===== src/rtl/dtc_pkg.sv =====
`timescale 1ns/1ps
package dtc_pkg;
  localparam int BYTE_W = 8;
  localparam int ADDR_W = 3;

  localparam logic [ADDR_W-1:0] A_LO0  = 3'd0;
  localparam logic [ADDR_W-1:0] A_HI0  = 3'd1;
  localparam logic [ADDR_W-1:0] A_LO1  = 3'd2;
  localparam logic [ADDR_W-1:0] A_HI1  = 3'd3;
  localparam logic [ADDR_W-1:0] A_MODE = 3'd4;
  localparam logic [ADDR_W-1:0] A_CTRL = 3'd5;

  typedef enum logic [1:0] {
    MD_13     = 2'd0,
    MD_16     = 2'd1,
    MD_RELOAD = 2'd2,
    MD_SPLIT  = 2'd3
  } tmode_e;

  typedef struct packed {
    logic   gate_en;
    logic   ext_src;
    tmode_e mode;
  } chcfg_t;

  // {carry, hi, lo}; the three upper low-byte bits come back as zero
  function automatic logic [16:0] adv13(input logic [7:0] hi, input logic [7:0] lo);
    logic [13:0] s;
    s = {1'b0, hi, lo[4:0]} + 14'd1;
    return {s[13], s[12:5], 3'b000, s[4:0]};
  endfunction

  function automatic logic [16:0] adv16(input logic [7:0] hi, input logic [7:0] lo);
    return {1'b0, hi, lo} + 17'd1;
  endfunction

  function automatic logic [8:0] adv8(input logic [7:0] v);
    return {1'b0, v} + 9'd1;
  endfunction
endpackage


===== src/rtl/dtc_prescaler.sv =====
`timescale 1ns/1ps
module dtc_prescaler #(
  parameter int PRESCALE = 12
) (
  input  logic clk,
  input  logic rst_n,
  output logic tick
);
  localparam int PW = (PRESCALE > 1) ? $clog2(PRESCALE) : 1;
  localparam logic [PW-1:0] LAST = PW'(PRESCALE - 1);

  logic [PW-1:0] cnt_q;

  assign tick = (cnt_q == LAST);

  always_ff @(posedge clk) begin
    if (!rst_n)    cnt_q <= '0;
    else if (tick) cnt_q <= '0;
    else           cnt_q <= cnt_q + 1'b1;
  end
endmodule


===== src/rtl/dtc_edge.sv =====
`timescale 1ns/1ps
module dtc_edge #(
  parameter int SYNC_STAGES = 2
) (
  input  logic clk,
  input  logic rst_n,
  input  logic tick,
  input  logic pin,
  output logic fall
);
  logic [SYNC_STAGES-1:0] sync_q;
  logic                   prev_q;
  logic                   level;

  assign level = sync_q[SYNC_STAGES-1];
  assign fall  = tick & prev_q & ~level;

  always_ff @(posedge clk) begin
    if (!rst_n) begin
      sync_q <= '0;
      prev_q <= 1'b0;
    end else begin
      sync_q <= {sync_q[SYNC_STAGES-2:0], pin};
      if (tick) prev_q <= level;
    end
  end
endmodule


===== src/rtl/dtc_channel.sv =====
`timescale 1ns/1ps
module dtc_channel
  import dtc_pkg::*;
#(
  parameter bit SPLIT_OK = 1'b0
) (
  input  logic              clk,
  input  logic              rst_n,
  input  tmode_e            mode,
  input  logic              inc_lo,
  input  logic              inc_hi,
  input  logic              wr_lo,
  input  logic              wr_hi,
  input  logic [BYTE_W-1:0] wdata,
  output logic [BYTE_W-1:0] lo,
  output logic [BYTE_W-1:0] hi,
  output logic [1:0]        ovf
);
  logic [BYTE_W-1:0] lo_n, hi_n;
  logic [16:0]       r16;
  logic [8:0]        r8l, r8h;

  always_comb begin
    lo_n = lo;
    hi_n = hi;
    ovf  = 2'b00;
    r16  = '0;
    r8l  = adv8(lo);
    r8h  = adv8(hi);
    unique case (mode)
      MD_13: begin
        r16 = adv13(hi, lo);
        if (inc_lo) begin
          {hi_n, lo_n} = r16[15:0];
          ovf[0]       = r16[16];
        end
      end
      MD_16: begin
        r16 = adv16(hi, lo);
        if (inc_lo) begin
          {hi_n, lo_n} = r16[15:0];
          ovf[0]       = r16[16];
        end
      end
      MD_RELOAD: begin
        if (inc_lo) begin
          lo_n   = r8l[8] ? hi : r8l[7:0];
          ovf[0] = r8l[8];
        end
      end
      MD_SPLIT: begin
        if (SPLIT_OK) begin
          if (inc_lo) begin
            lo_n   = r8l[7:0];
            ovf[0] = r8l[8];
          end
          if (inc_hi) begin
            hi_n   = r8h[7:0];
            ovf[1] = r8h[8];
          end
        end
      end
      default: ;
    endcase
    if (wr_lo) lo_n = wdata;
    if (wr_hi) hi_n = wdata;
  end

  always_ff @(posedge clk) begin
    if (!rst_n) begin
      lo <= '0;
      hi <= '0;
    end else begin
      lo <= lo_n;
      hi <= hi_n;
    end
  end
endmodule


===== src/rtl/dual_tmr.sv =====
`timescale 1ns/1ps
module dual_tmr
  import dtc_pkg::*;
#(
  parameter int PRESCALE    = 12,
  parameter int SYNC_STAGES = 2
) (
  input  logic              clk,
  input  logic              rst_n,
  input  logic [ADDR_W-1:0] reg_addr,
  input  logic              reg_we,
  input  logic [BYTE_W-1:0] reg_wdata,
  output logic [BYTE_W-1:0] reg_rdata,
  input  logic [1:0]        cnt_in,
  input  logic [1:0]        gate_in,
  output logic [1:0]        ovf_flag
);
  localparam int NCH = 2;

  // observable internal events
  logic            mc_tick;
  logic [NCH-1:0]  ch_fall;
  logic            wr_ctrl;
  logic            inc0_lo, inc0_hi, inc1;

  logic [7:0]      mode_q;
  logic [NCH-1:0]  tr_q, tf_q, tf_set;
  logic [7:0]      tl0, th0, tl1, th1;
  logic [1:0]      ovf0, ovf1;
  chcfg_t          cfg0, cfg1;
  logic            split0;

  assign cfg0   = chcfg_t'(mode_q[3:0]);
  assign cfg1   = chcfg_t'(mode_q[7:4]);
  assign split0 = (cfg0.mode == MD_SPLIT);
  assign wr_ctrl = reg_we && (reg_addr == A_CTRL);

  dtc_prescaler #(.PRESCALE(PRESCALE)) u_pre (
    .clk(clk), .rst_n(rst_n), .tick(mc_tick)
  );

  for (genvar i = 0; i < NCH; i++) begin : g_edge
    dtc_edge #(.SYNC_STAGES(SYNC_STAGES)) u_edge (
      .clk(clk), .rst_n(rst_n), .tick(mc_tick),
      .pin(cnt_in[i]), .fall(ch_fall[i])
    );
  end

  function automatic logic gated_inc(input chcfg_t c, input logic run,
                                     input logic gpin, input logic edge_ev,
                                     input logic tk);
    return run & (~c.gate_en | gpin) & (c.ext_src ? edge_ev : tk);
  endfunction

  assign inc0_lo = gated_inc(cfg0, tr_q[0], gate_in[0], ch_fall[0], mc_tick);
  assign inc0_hi = mc_tick & tr_q[1];
  assign inc1    = gated_inc(cfg1, tr_q[1], gate_in[1], ch_fall[1], mc_tick);

  dtc_channel #(.SPLIT_OK(1'b1)) u_ch0 (
    .clk(clk), .rst_n(rst_n), .mode(cfg0.mode),
    .inc_lo(inc0_lo), .inc_hi(inc0_hi),
    .wr_lo(reg_we && reg_addr == A_LO0), .wr_hi(reg_we && reg_addr == A_HI0),
    .wdata(reg_wdata), .lo(tl0), .hi(th0), .ovf(ovf0)
  );

  dtc_channel #(.SPLIT_OK(1'b0)) u_ch1 (
    .clk(clk), .rst_n(rst_n), .mode(cfg1.mode),
    .inc_lo(inc1), .inc_hi(1'b0),
    .wr_lo(reg_we && reg_addr == A_LO1), .wr_hi(reg_we && reg_addr == A_HI1),
    .wdata(reg_wdata), .lo(tl1), .hi(th1), .ovf(ovf1)
  );

  assign tf_set[0] = ovf0[0];
  assign tf_set[1] = split0 ? ovf0[1] : (|ovf1);

  always_ff @(posedge clk) begin
    if (!rst_n) begin
      mode_q <= '0;
      tr_q   <= '0;
      tf_q   <= '0;
    end else begin
      if (reg_we && reg_addr == A_MODE) mode_q <= reg_wdata;
      if (wr_ctrl) begin
        tr_q <= {reg_wdata[6], reg_wdata[4]};
        tf_q <= {reg_wdata[7], reg_wdata[5]} | tf_set;
      end else begin
        tf_q <= tf_q | tf_set;
      end
    end
  end

  always_comb begin
    unique case (reg_addr)
      A_LO0:   reg_rdata = (cfg0.mode == MD_13) ? {3'b000, tl0[4:0]} : tl0;
      A_HI0:   reg_rdata = th0;
      A_LO1:   reg_rdata = (cfg1.mode == MD_13) ? {3'b000, tl1[4:0]} : tl1;
      A_HI1:   reg_rdata = th1;
      A_MODE:  reg_rdata = mode_q;
      A_CTRL:  reg_rdata = {tf_q[1], tr_q[1], tf_q[0], tr_q[0], 4'b0000};
      default: reg_rdata = '0;
    endcase
  end

  assign ovf_flag = tf_q;
endmodule


===== config.mk =====
export PLATFORM = sky130hd
export DESIGN_NAME = dual_tmr
export DESIGN_NICKNAME = d
export VERILOG_FILES = /design/src/rtl/dtc_pkg.sv /design/src/rtl/dtc_prescaler.sv /design/src/rtl/dtc_edge.sv /design/src/rtl/dtc_channel.sv /design/src/rtl/dual_tmr.sv
export SDC_FILE = /design/constraint.sdc
export NUM_CORES = 1
export LEC_CHECK = 0
export BUFFER_PORTS_ARGS = -buffer_cell sky130_fd_sc_hd__buf_2
export CORE_UTILIZATION = 50
export CTS_CLUSTER_DIAMETER = 120
export DETAILED_ROUTE_END_ITERATION = 6
export PLACE_DENSITY = 0.68
export SLEW_MARGIN = 20
export SYNTH_ARGS = -nofsm -noshare
export SYNTH_HDL_FRONTEND = slang
export SYNTH_SLANG_ARGS = --single-unit

===== constraint.sdc =====
create_clock -name clk -period 3.25 [get_ports clk]
set_clock_uncertainty 0.15 [all_clocks]
set_input_delay 0.325 -clock clk [delete_from_list [all_inputs] [get_ports clk]]
set_output_delay 0.325 -clock clk [all_outputs]
set_load 0.01 [all_outputs]

==> impl_metrics.csv, run 1 <==
group,metric,value,unit
floorplanning,fp.dieH,90.7,um
worst_setup_path,required,3360,ps
sta,post-route-period-util,85.1,%
global_route,grt_max_degree,35,
pwr,swShare,31.0,%
synth,ys.flop_type,"dfxtp_1",
synth,yosysSeqAreaShare,27.5,%
clock_network,htreeDepth,2,
worst_setup_path,crit_fanout,11,
sta,relSlewSlack,29.9,%
synth,netlist_area,0.00393,mm2
sta,layout_min_cycle_time,2770,ps
worst_hold_path,hp-class,"input pin to register",
synth,syn_nets,542,
flow_run,cap_violations,0,
worst_setup_path,endpoint_kind,"register",
cells_and_area,n_antenna_cell,0,
status,status,"complete, no violations",
synth,synth_area_leader_cell,"dfxtp_1",
routing,ant_nets,0,
place,port_buffers,27,
routing,drt_iter0_drc,379,
routing,post_drt_wl_per_cell,20.5,um
clock_network,clk-insertion-delay-late,320,ps
pwr,p_switching,0.410,mW
worst_setup_path,critical_path_class,"register to register",
pwr,pwr-share-comb,14.0,%
sta,tightest_slew,1040,ps
clock_network,clockBufferDepth,2,
routing,wl,12600,um
clock_network,ctsHoldBuffers,0,
synth,ys_warn_count,0,
cells_and_area,filler_cell_count,741,
place,gp_congestion,0.894,
global_route,grt_pass1_vias,3813,
global_route,grtUsageTotal,30.9,%
worst_setup_path,crit_path_top_delay_cell,"nor2_1",
clock_network,ctsResizeCount,0,
worst_setup_path,worstSetupStartpointType,"register",
synth,synth.avg_cell_area,7.68,um2
synth,synthArstFlopShare,0,%
worst_setup_path,crit_path_cell_trace,"ha_1 -> nand4_1 -> nor2_1 -> a211oi_1 -> or4b_1 -> a31oi_1",
sta,rsz0062_at_grt,"false",
global_route,antenna_found_initial,0,
synth,synth_area_leaders,"dfxtp_1 27%, mux2i_1 5.1%, o21ai_0 4.6%, nor2_1 4.4%, a21oi_1 4.3%",
clock_network,clk_pin_slew_worst_paths,110,ps
routing,drc,0,
synth,yosysTopAreaCellShare,27.5,%
worst_setup_path,critPathArrivalTime,2880,ps
floorplanning,rows,31,
sta,fmax,0.361,GHz
global_route,grt_pass1_wl,20300,um
synth,synthCells,512,
clock_network,cts_tree,"done",
clock_network,post_cts_buffers,0,
synth,ys_ff_latch,54,
routing,first_pass_iters,5,
floorplanning,start_util,52.8,%
clock_network,cts-root-buf,"clkbuf_8",
pwr,p_leak,1.44,nW
floorplanning,io_pins,28,
synth,synth_edf_count,0,
global_route,grt_overflow,0,
cells_and_area,final_nets,548,
synth,synth_most_common_cell,"dfxtp_1",
clock_network,cts_buffers,5,
pwr,p_per_area,315,mW/mm2
worst_setup_path,crit_path_max_incr_delay,570,ps
cells_and_area,syn_to_final_growth,6.90,%
cells_and_area,final_util,56.5,%
cells_and_area,drive_gt1_share,11.9,%
routing,viasPerCell,6.79,
pwr,ir_drop,0.203,mV
synth,ys_types,63,
pwr,p_clk_share,31.5,%
synth,synth_common_cells,"54 x dfxtp_1, 46 x nor2_1, 36 x o21ai_0",
sta,hold_viol,0,
routing,vias,4198,
floorplanning,die-area,0.00823,mm2
sta,slew_viol_final,0,
sta,setup_viol,0,
floorplanning,core,0.00745,mm2
pwr,pwr-share-seq,54.5,%
sta,finalSetupTns,0,ps
floorplanning,die_w,90.7,um
place,dpl.hpwl,9210,um
clock_network,clkSinkCount,54,
pwr,cellInternalPower,0.913,mW
-- registers in the layout (all words and copies together), names as in the netlist --
signal                flops
g_edge.u_edge.prev_q      2
g_edge.u_edge.sync_q      4
u_ch0.hi                  8
ovf_flag                  2
u_ch1.hi                  8
tr_q                      2
mode_q                    8
u_ch0.lo                  8
u_pre.cnt_q               4
u_ch1.lo                  8
-- power by group through the flow --
| stage | clock network [mW] | registers, mW | logic, mW |
|---|---|---|---|
| 2_1_floorplan | 0 | 0.717 | 0.128 |
| 6_report | 0.417 | 0.722 | 0.185 |
| 5_1_grt | 0.448 | 0.724 | 0.202 |
| 3_5_place_dp | 0 | 0.735 | 0.180 |
| 3_3_place_gp | 0 | 0.735 | 0.178 |
| 4_1_cts | 0.426 | 0.720 | 0.181 |
-- cell type report --
| cell class | count | area (um2) | share of cell area, % |
|---|---|---|---|
| Clock buffer | 5 | 68.8 | 1.64 |
| Clock inverter | 3 | 28.8 | 0.684 |
| Inverter | 23 | 86.3 | 2.05 |
| Multi-Input combinational cell | 401 | 2640 | 62.7 |
| Sequential cell | 54 | 1080 | 25.7 |
| Tap cell | 99 | 124 | 2.95 |
| Timing Repair Buffer | 33 | 180 | 4.28 |
-- layout by cell type, fill, tap and decap left out, drive strengths merged, types with 10 or more instances in the layout --
master   n
nand3   24
a211oi  18
nor3    17
inv     24
a22oi   10
ha      12
buf     33
dfxtp   54
o21ai   37
a21oi   34
xnor2   12
mux2i   20
a31oi   14
nand2   32
nor2    47
-- stage by stage --
| step | hold slack, ps | setup WS (ps) | total power, mW | area [um2] | instances |
|---|---|---|---|---|---|
| 2_1_floorplan | 262 | 1010 | 0.845 | 3930 | 512 |
| 3_3_place_gp | 270 | 624 | 0.912 | 4110 | 610 |
| 3_5_place_dp | 272 | 574 | 0.915 | 4110 | 610 |
| 4_1_cts | 45.5 | 556 | 1.33 | 4210 | 618 |
| 5_1_grt | 40.1 | 352 | 1.37 | 4210 | 618 |
| 6_report | 48.7 | 483 | 1.32 | 4210 | 618 |
-- cells by family (layout without fill, tap and decap cells) --
family                     after synthesis  count (layout)  share of synthesized area (%)
and+or+nand+nor                        178             178                           23.5
AOI/OAI and AO/OA                      171             171                           29.9
buffers and inverters                   57              64                           5.50
DFF                                     54              54                           27.5
muxes                                   25              25                           6.52
xor gates and xnor gates                15              15                           3.34
adders and majority gates               12              12                           3.82
-- critical path: cells and delay by family, from the launching register on --
family                   cells  cell delay (ps)
AND/OR/NAND/NOR              3             1420
flip-flops                   1              490
AO/OA/AOI/OAI                2              350
adder cells (fa/ha/maj)      1              300
-- per-layer routing --
| metal | vias up | track usage (%) | routed length, um |
|---|---|---|---|
| li1 | 1932 | - | - |
| met1 | 1987 | 44.1 | 5440 |
| met2 | 242 | 46.2 | 5620 |
| met3 | 37 | 4.38 | 1200 |
| met4 | 0 | 12.9 | 384 |
| met5 | - | 0 | 0 |
-- final timing paths --
check / from / end / slack, ps / cells past startpoint
setup / recovery: u_ch0.lo[0] / u_ch0.hi[4] / 480 / 6
hold / removal: cnt_in[1] / g_edge[1].u_edge.sync_q[0] / 50 / 2
setup reg to reg: u_ch0.lo[0] / u_ch0.hi[4] / 480 / 6
hold reg to reg: u_pre.cnt_q[0] / u_pre.cnt_q[0] / 300 / 1
No activity file was read; power rests on OpenSTA's default activity.
==> run 2: changes to the inputs <==
Settings changed: CORE_MARGIN set to 1.5.
==> run 2 against run 1 <==
Compared with the run above: critical path type unchanged; core utilization decreased by 1.8 points; critical path depth is the same; maximum frequency is 0.10% higher; largest cell class unchanged; count of clock-buffer cells in the layout stayed put.
==> impl_metrics.csv, run 2 (synthesized netlist as in run 1, its figures left out) <==
group,metric,value,unit
floorplanning,fp.dieH,91.7,um
clock_network,htreeDepth,2,
pwr,ir_drop,0.183,mV
cells_and_area,stdcell_area,0.00420,mm2
routing,drt_iter0_drc,614,
pwr,swShare,32.0,%
sta,tightest_slew,855,ps
cells_and_area,syn_to_final_growth,6.74,%
sta,rsz0062_at_grt,"false",
routing,drc,0,
pwr,cellInternalPower,0.913,mW
clock_network,clk_pin_slew_worst_paths,110,ps
flow_run,cap_violations,0,
clock_network,clkSinkCount,54,
place,placed_area,0.00410,mm2
clock_network,cts_buffers,5,
global_route,grt_overflow,0,
pwr,p_clk_share,32.3,%
floorplanning,die_w,91.7,um
routing,ant_nets,0,
worst_setup_path,required,3360,ps
pwr,pwr-share-comb,13.9,%
pwr,p_switching,0.430,mW
clock_network,cts_tree,"done",
sta,slew_viol_final,0,
global_route,grt_pass1_wl,20500,um
cells_and_area,n_antenna_cell,0,
routing,post_drt_wl_per_cell,21.1,um
worst_setup_path,critPathArrivalTime,2870,ps
floorplanning,rows,32,
worst_setup_path,crit_fanout,11,
clock_network,clockBufferDepth,2,
worst_setup_path,endpoint_kind,"register",
sta,layout_min_cycle_time,2760,ps
cells_and_area,final_common_cell,"dfxtp_1",
floorplanning,io_pins,28,
pwr,p_leak,1.43,nW
clock_network,cts-root-buf,"clkbuf_8",
sta,post-route-period-util,85.1,%
routing,vias,4234,
clock_network,ctsResizeCount,0,
sta,setup_viol,0,
sta,fmax,0.362,GHz
worst_setup_path,worstSetupStartpointType,"register",
worst_setup_path,critical_path_class,"register to register",
global_route,grt_pass1_vias,3829,
cells_and_area,final_nets,546,
clock_network,ctsHoldBuffers,0,
status,status,"complete, no violations",
routing,viasPerCell,6.84,
cells_and_area,filler_cell_count,757,
floorplanning,die-area,0.00841,mm2
routing,first_pass_iters,6,
routing,wl,13100,um
cells_and_area,drive_gt1_share,11.8,%
floorplanning,core,0.00769,mm2
worst_hold_path,hp-class,"input pin to register",
global_route,antenna_found_initial,0,
sta,finalSetupTns,0,ps
global_route,grt_max_degree,35,
sta,relSlewSlack,42.6,%
place,gp_congestion,0.949,
pwr,pwr-share-seq,53.8,%
place,dpl.hpwl,9200,um
worst_setup_path,r2r_slack,490,ps
floorplanning,start_util,51.2,%
clock_network,post_cts_buffers,0,
cells_and_area,layout_common_cells,"54 x dfxtp_1, 46 x nor2_1, 36 x o21ai_0",
place,port_buffers,27,
clock_network,clk-insertion-delay-late,330,ps
pwr,total_power,1.34,mW
pwr,p_per_area,320,mW/mm2
sta,hold_viol,0,
global_route,grtUsageTotal,30.9,%
run 2: cell count changes in the layout (fill, tap and decap cells not counted), sizes merged:
cell	previous run	this run
buf	33	31
run 2: worst max-delay path: stages, from the launching register on:
cell,delay [ps]
dfxtp_1,480
ha_1,290
nand4_1,360
nor2_1,550
a211oi_1,190
or4b_1,500
a31oi_1,180
run 2: path summary, 6_finish.rpt:
check | startpoint | endpoint | depth (start not counted)
hold reg to reg | g_edge[0].u_edge.sync_q[0] | g_edge[0].u_edge.sync_q[1] | 1
setup / recovery | u_ch0.lo[0] | u_ch0.hi[4] | 6
hold / removal | cnt_in[1] | g_edge[1].u_edge.sync_q[0] | 2
setup reg to reg | u_ch0.lo[0] | u_ch0.hi[4] | 6
run 2: cell type report:
class	count	area, um2	share of cell area (%)
multi-input combinational	401	2640	62.9
tap	102	128	3.04
clock inverter	3	28.8	0.685
timing repair buffer	31	165	3.93
inverter	23	86.3	2.06
clock buffer	5	68.8	1.64
sequential	54	1080	25.7
run 2: stage by stage:
stage | worst slack [ps] | std cells | hold slack, ps | util, %
after CTS | 491 | 619 | 45.9 | 54.6
after floorplan | 1010 | 512 | 262 | -
final | 486 | 619 | 50.3 | 54.6
after global placement | 565 | 611 | 274 | 53.3
after detailed placement | 532 | 611 | 272 | 53.3
after global routing | 352 | 619 | 43.7 | 54.6
run 2: metal layers:
layer	routed length (um)	track usage, %
met1	5440	42.5
met2	6090	49.1
met3	1100	4.39
met4	428	11.2
met5	0	0
run 2: power by group through the flow:
stage                     clock (mW)  sequential [mW]  combinational [mW]
final                          0.434            0.722               0.186
after global routing           0.453            0.725               0.203
after CTS                      0.434            0.720               0.182
after detailed placement           0            0.735               0.181
after global placement             0            0.735               0.178
after floorplan                    0            0.717               0.128
==> run 3: changes to the inputs <==
Settings changed: CTS_BUF_LIST set to sky130_fd_sc_hd__clkbuf_2.
==> run 3 against run 2 <==
Compared with the run above: the flow now finishes with violations (negative hold slack); sequential power rose by 0.6%; setup slack worse by 40 ps; critical path depth unchanged; combinational power grew 3%; largest power group unchanged.
==> impl_metrics.csv, run 3 (synthesized netlist as in run 1, its figures left out) <==
group,metric,value,unit
sta,post-route-period-util,86.3,%
worst_setup_path,endpoint_kind,"register",
worst_setup_path,cp_top_family,"simple AND/OR/NAND/NOR gates",
clock_network,clkSinkCount,54,
worst_setup_path,crit_path_cell_trace,"ha_1 -> nand4_1 -> nor2_1 -> a211oi_1 -> or4b_1 -> a31oi_1",
worst_setup_path,r2r-end,"u_ch0.hi[4]",
cells_and_area,filler_cell_count,759,
place,dpl.hpwl,9200,um
worst_setup_path,critical_path_class,"register to register",
floorplanning,die-area,0.00841,mm2
worst_setup_path,crit_buf_inv,0,
pwr,swShare,33.7,%
sta,finalSetupTns,0,ps
place,gp_congestion,0.949,
sta,layout_min_cycle_time,2800,ps
clock_network,htreeDepth,2,
worst_hold_path,min_to,"u_ch1.lo[5]",
global_route,grt_overflow,0,
pwr,pwr-share-comb,15.4,%
global_route,grt_max_degree,35,
floorplanning,fp.dieH,91.7,um
floorplanning,core,0.00769,mm2
worst_setup_path,crit_path_max_incr_delay,550,ps
worst_setup_path,timing.rr.start,"u_ch0.lo[0]",
routing,viasPerCell,6.79,
global_route,grtUsageTotal,30.8,%
sta,fin_ws,446,ps
cells_and_area,n_antenna_cell,0,
cells_and_area,layout_common_cells,"54 x dfxtp_1, 46 x nor2_1, 36 x o21ai_0",
routing,post_drt_wl_per_cell,20.8,um
clock_network,cts_buffers,5,
routing,drt_iter0_drc,675,
place,dp_slack,532,ps
global_route,grt_pass1_vias,3797,
floorplanning,start_util,51.2,%
worst_setup_path,crit_path_top_delay_cell,"nor2_1",
worst_hold_path,hp-class,"input pin to register",
pwr,pwr-share-seq,58.4,%
worst_hold_path,min_path_cells,3,
pwr,p_switching,0.419,mW
floorplanning,die_w,91.7,um
cells_and_area,drive_gt1_share,11.7,%
clock_network,ctsHoldBuffers,5,
sta,setup_viol,0,
routing,ant_nets,0,
sta,hold_viol,2,
clock_network,ctsResizeCount,0,
status,status,"finished with violations",
cells_and_area,final_common_cell,"dfxtp_1",
sta,tightest_slew,849,ps
routing,vias,4244,
routing,drc,0,
clock_network,post_cts_buffers,0,
clock_network,clockBufferDepth,2,
sta,fmax,0.357,GHz
place,port_buffers,27,
pwr,ir_drop,0.193,mV
sta,rsz0062_at_grt,"false",
global_route,antenna_found_initial,0,
clock_network,clk_pin_slew_worst_paths,340,ps
worst_setup_path,crit_fanout,11,
clock_network,cts_tree,"done",
worst_setup_path,required,3550,ps
flow_run,cap_violations,0,
sta,slew_viol_final,0,
routing,wl,13000,um
clock_network,clk-insertion-delay-late,500,ps
status,failed_checks,"negative hold slack",
worst_setup_path,worstSetupStartpointType,"register",
clock_network,cts-root-buf,"clkbuf_2",
sta,hold_ws,-8.95,ps
pwr,cellInternalPower,0.824,mW
pwr,p_leak,1.44,nW
pwr,p_per_area,295,mW/mm2
cells_and_area,final_nets,552,
worst_setup_path,r2r_slack,450,ps
floorplanning,rows,32,
global_route,grt_pass1_wl,20400,um
cells_and_area,syn_to_final_growth,7.16,%
floorplanning,io_pins,28,
worst_hold_path,hold_start,"reg_wdata[5]",
worst_setup_path,worstRegToRegCells,6,
routing,first_pass_iters,6,
sta,relSlewSlack,43.0,%
pwr,p_clk_share,26.2,%
worst_setup_path,critPathArrivalTime,3100,ps
[run 3: metal layers]
metal | track usage, % | vias up | wire, um
met4 | 10.6 | 0 | 393
li1 | - | 1952 | -
met1 | 42.1 | 1966 | 5370
met5 | 0 | - | 0
met3 | 5.14 | 50 | 1320
met2 | 48.9 | 276 | 5910
[run 3: stage by stage]
step                      cells  hold slack, ps  util, %  total power [mW]  cell area (um2)
after global routing        625            16.4     54.8              1.28             4220
after CTS                   624            4.34     54.6              1.24             4200
final                       625           -8.95     54.8              1.24             4220
after detailed placement    611             272     53.3             0.916             4100
after global placement      611             274     53.3             0.913             4100
after floorplan             512             262        -             0.845             3930
[run 3: power groups by stage]
stage                     clock, mW  combinational, mW  sequential, mW
after detailed placement          0              0.181           0.735
after global routing          0.343              0.209           0.729
after CTS                     0.325              0.186           0.724
after floorplan                   0              0.128           0.717
after global placement            0              0.178           0.735
final                         0.326              0.192           0.726
[run 3: worst max-delay path by stage]
| stage | startpoint | endpoint | cells after the start |
|---|---|---|---|
| after floorplan | mode_q[1] | u_ch0.lo[6] | 8 |
| after global placement | u_ch0.lo[0] | u_ch0.hi[4] | 6 |
| after detailed placement | mode_q[1] | u_ch0.lo[1] | 7 |
| after CTS | mode_q[1] | u_ch0.lo[1] | 7 |
| after global routing | u_ch0.lo[0] | u_ch0.hi[4] | 6 |
| final | u_ch0.lo[0] | u_ch0.hi[4] | 6 |
[run 3: final cells by class]
type | count | area, um2 | share of cell area [%]
inverters | 23 | 86.3 | 2.05
multi-input cells | 401 | 2640 | 62.7
clock inverters | 3 | 28.8 | 0.683
well taps | 102 | 128 | 3.03
clock buffers | 5 | 25.0 | 0.594
repair buffers | 37 | 225 | 5.34
flip-flops and latches | 54 | 1080 | 25.6
[run 3: worst register-to-register path: stages, from the launching register on]
cell and delay (ps):
dfxtp_1 540, ha_1 290, nand4_1 370, nor2_1 550
a211oi_1 190, or4b_1 500, a31oi_1 190
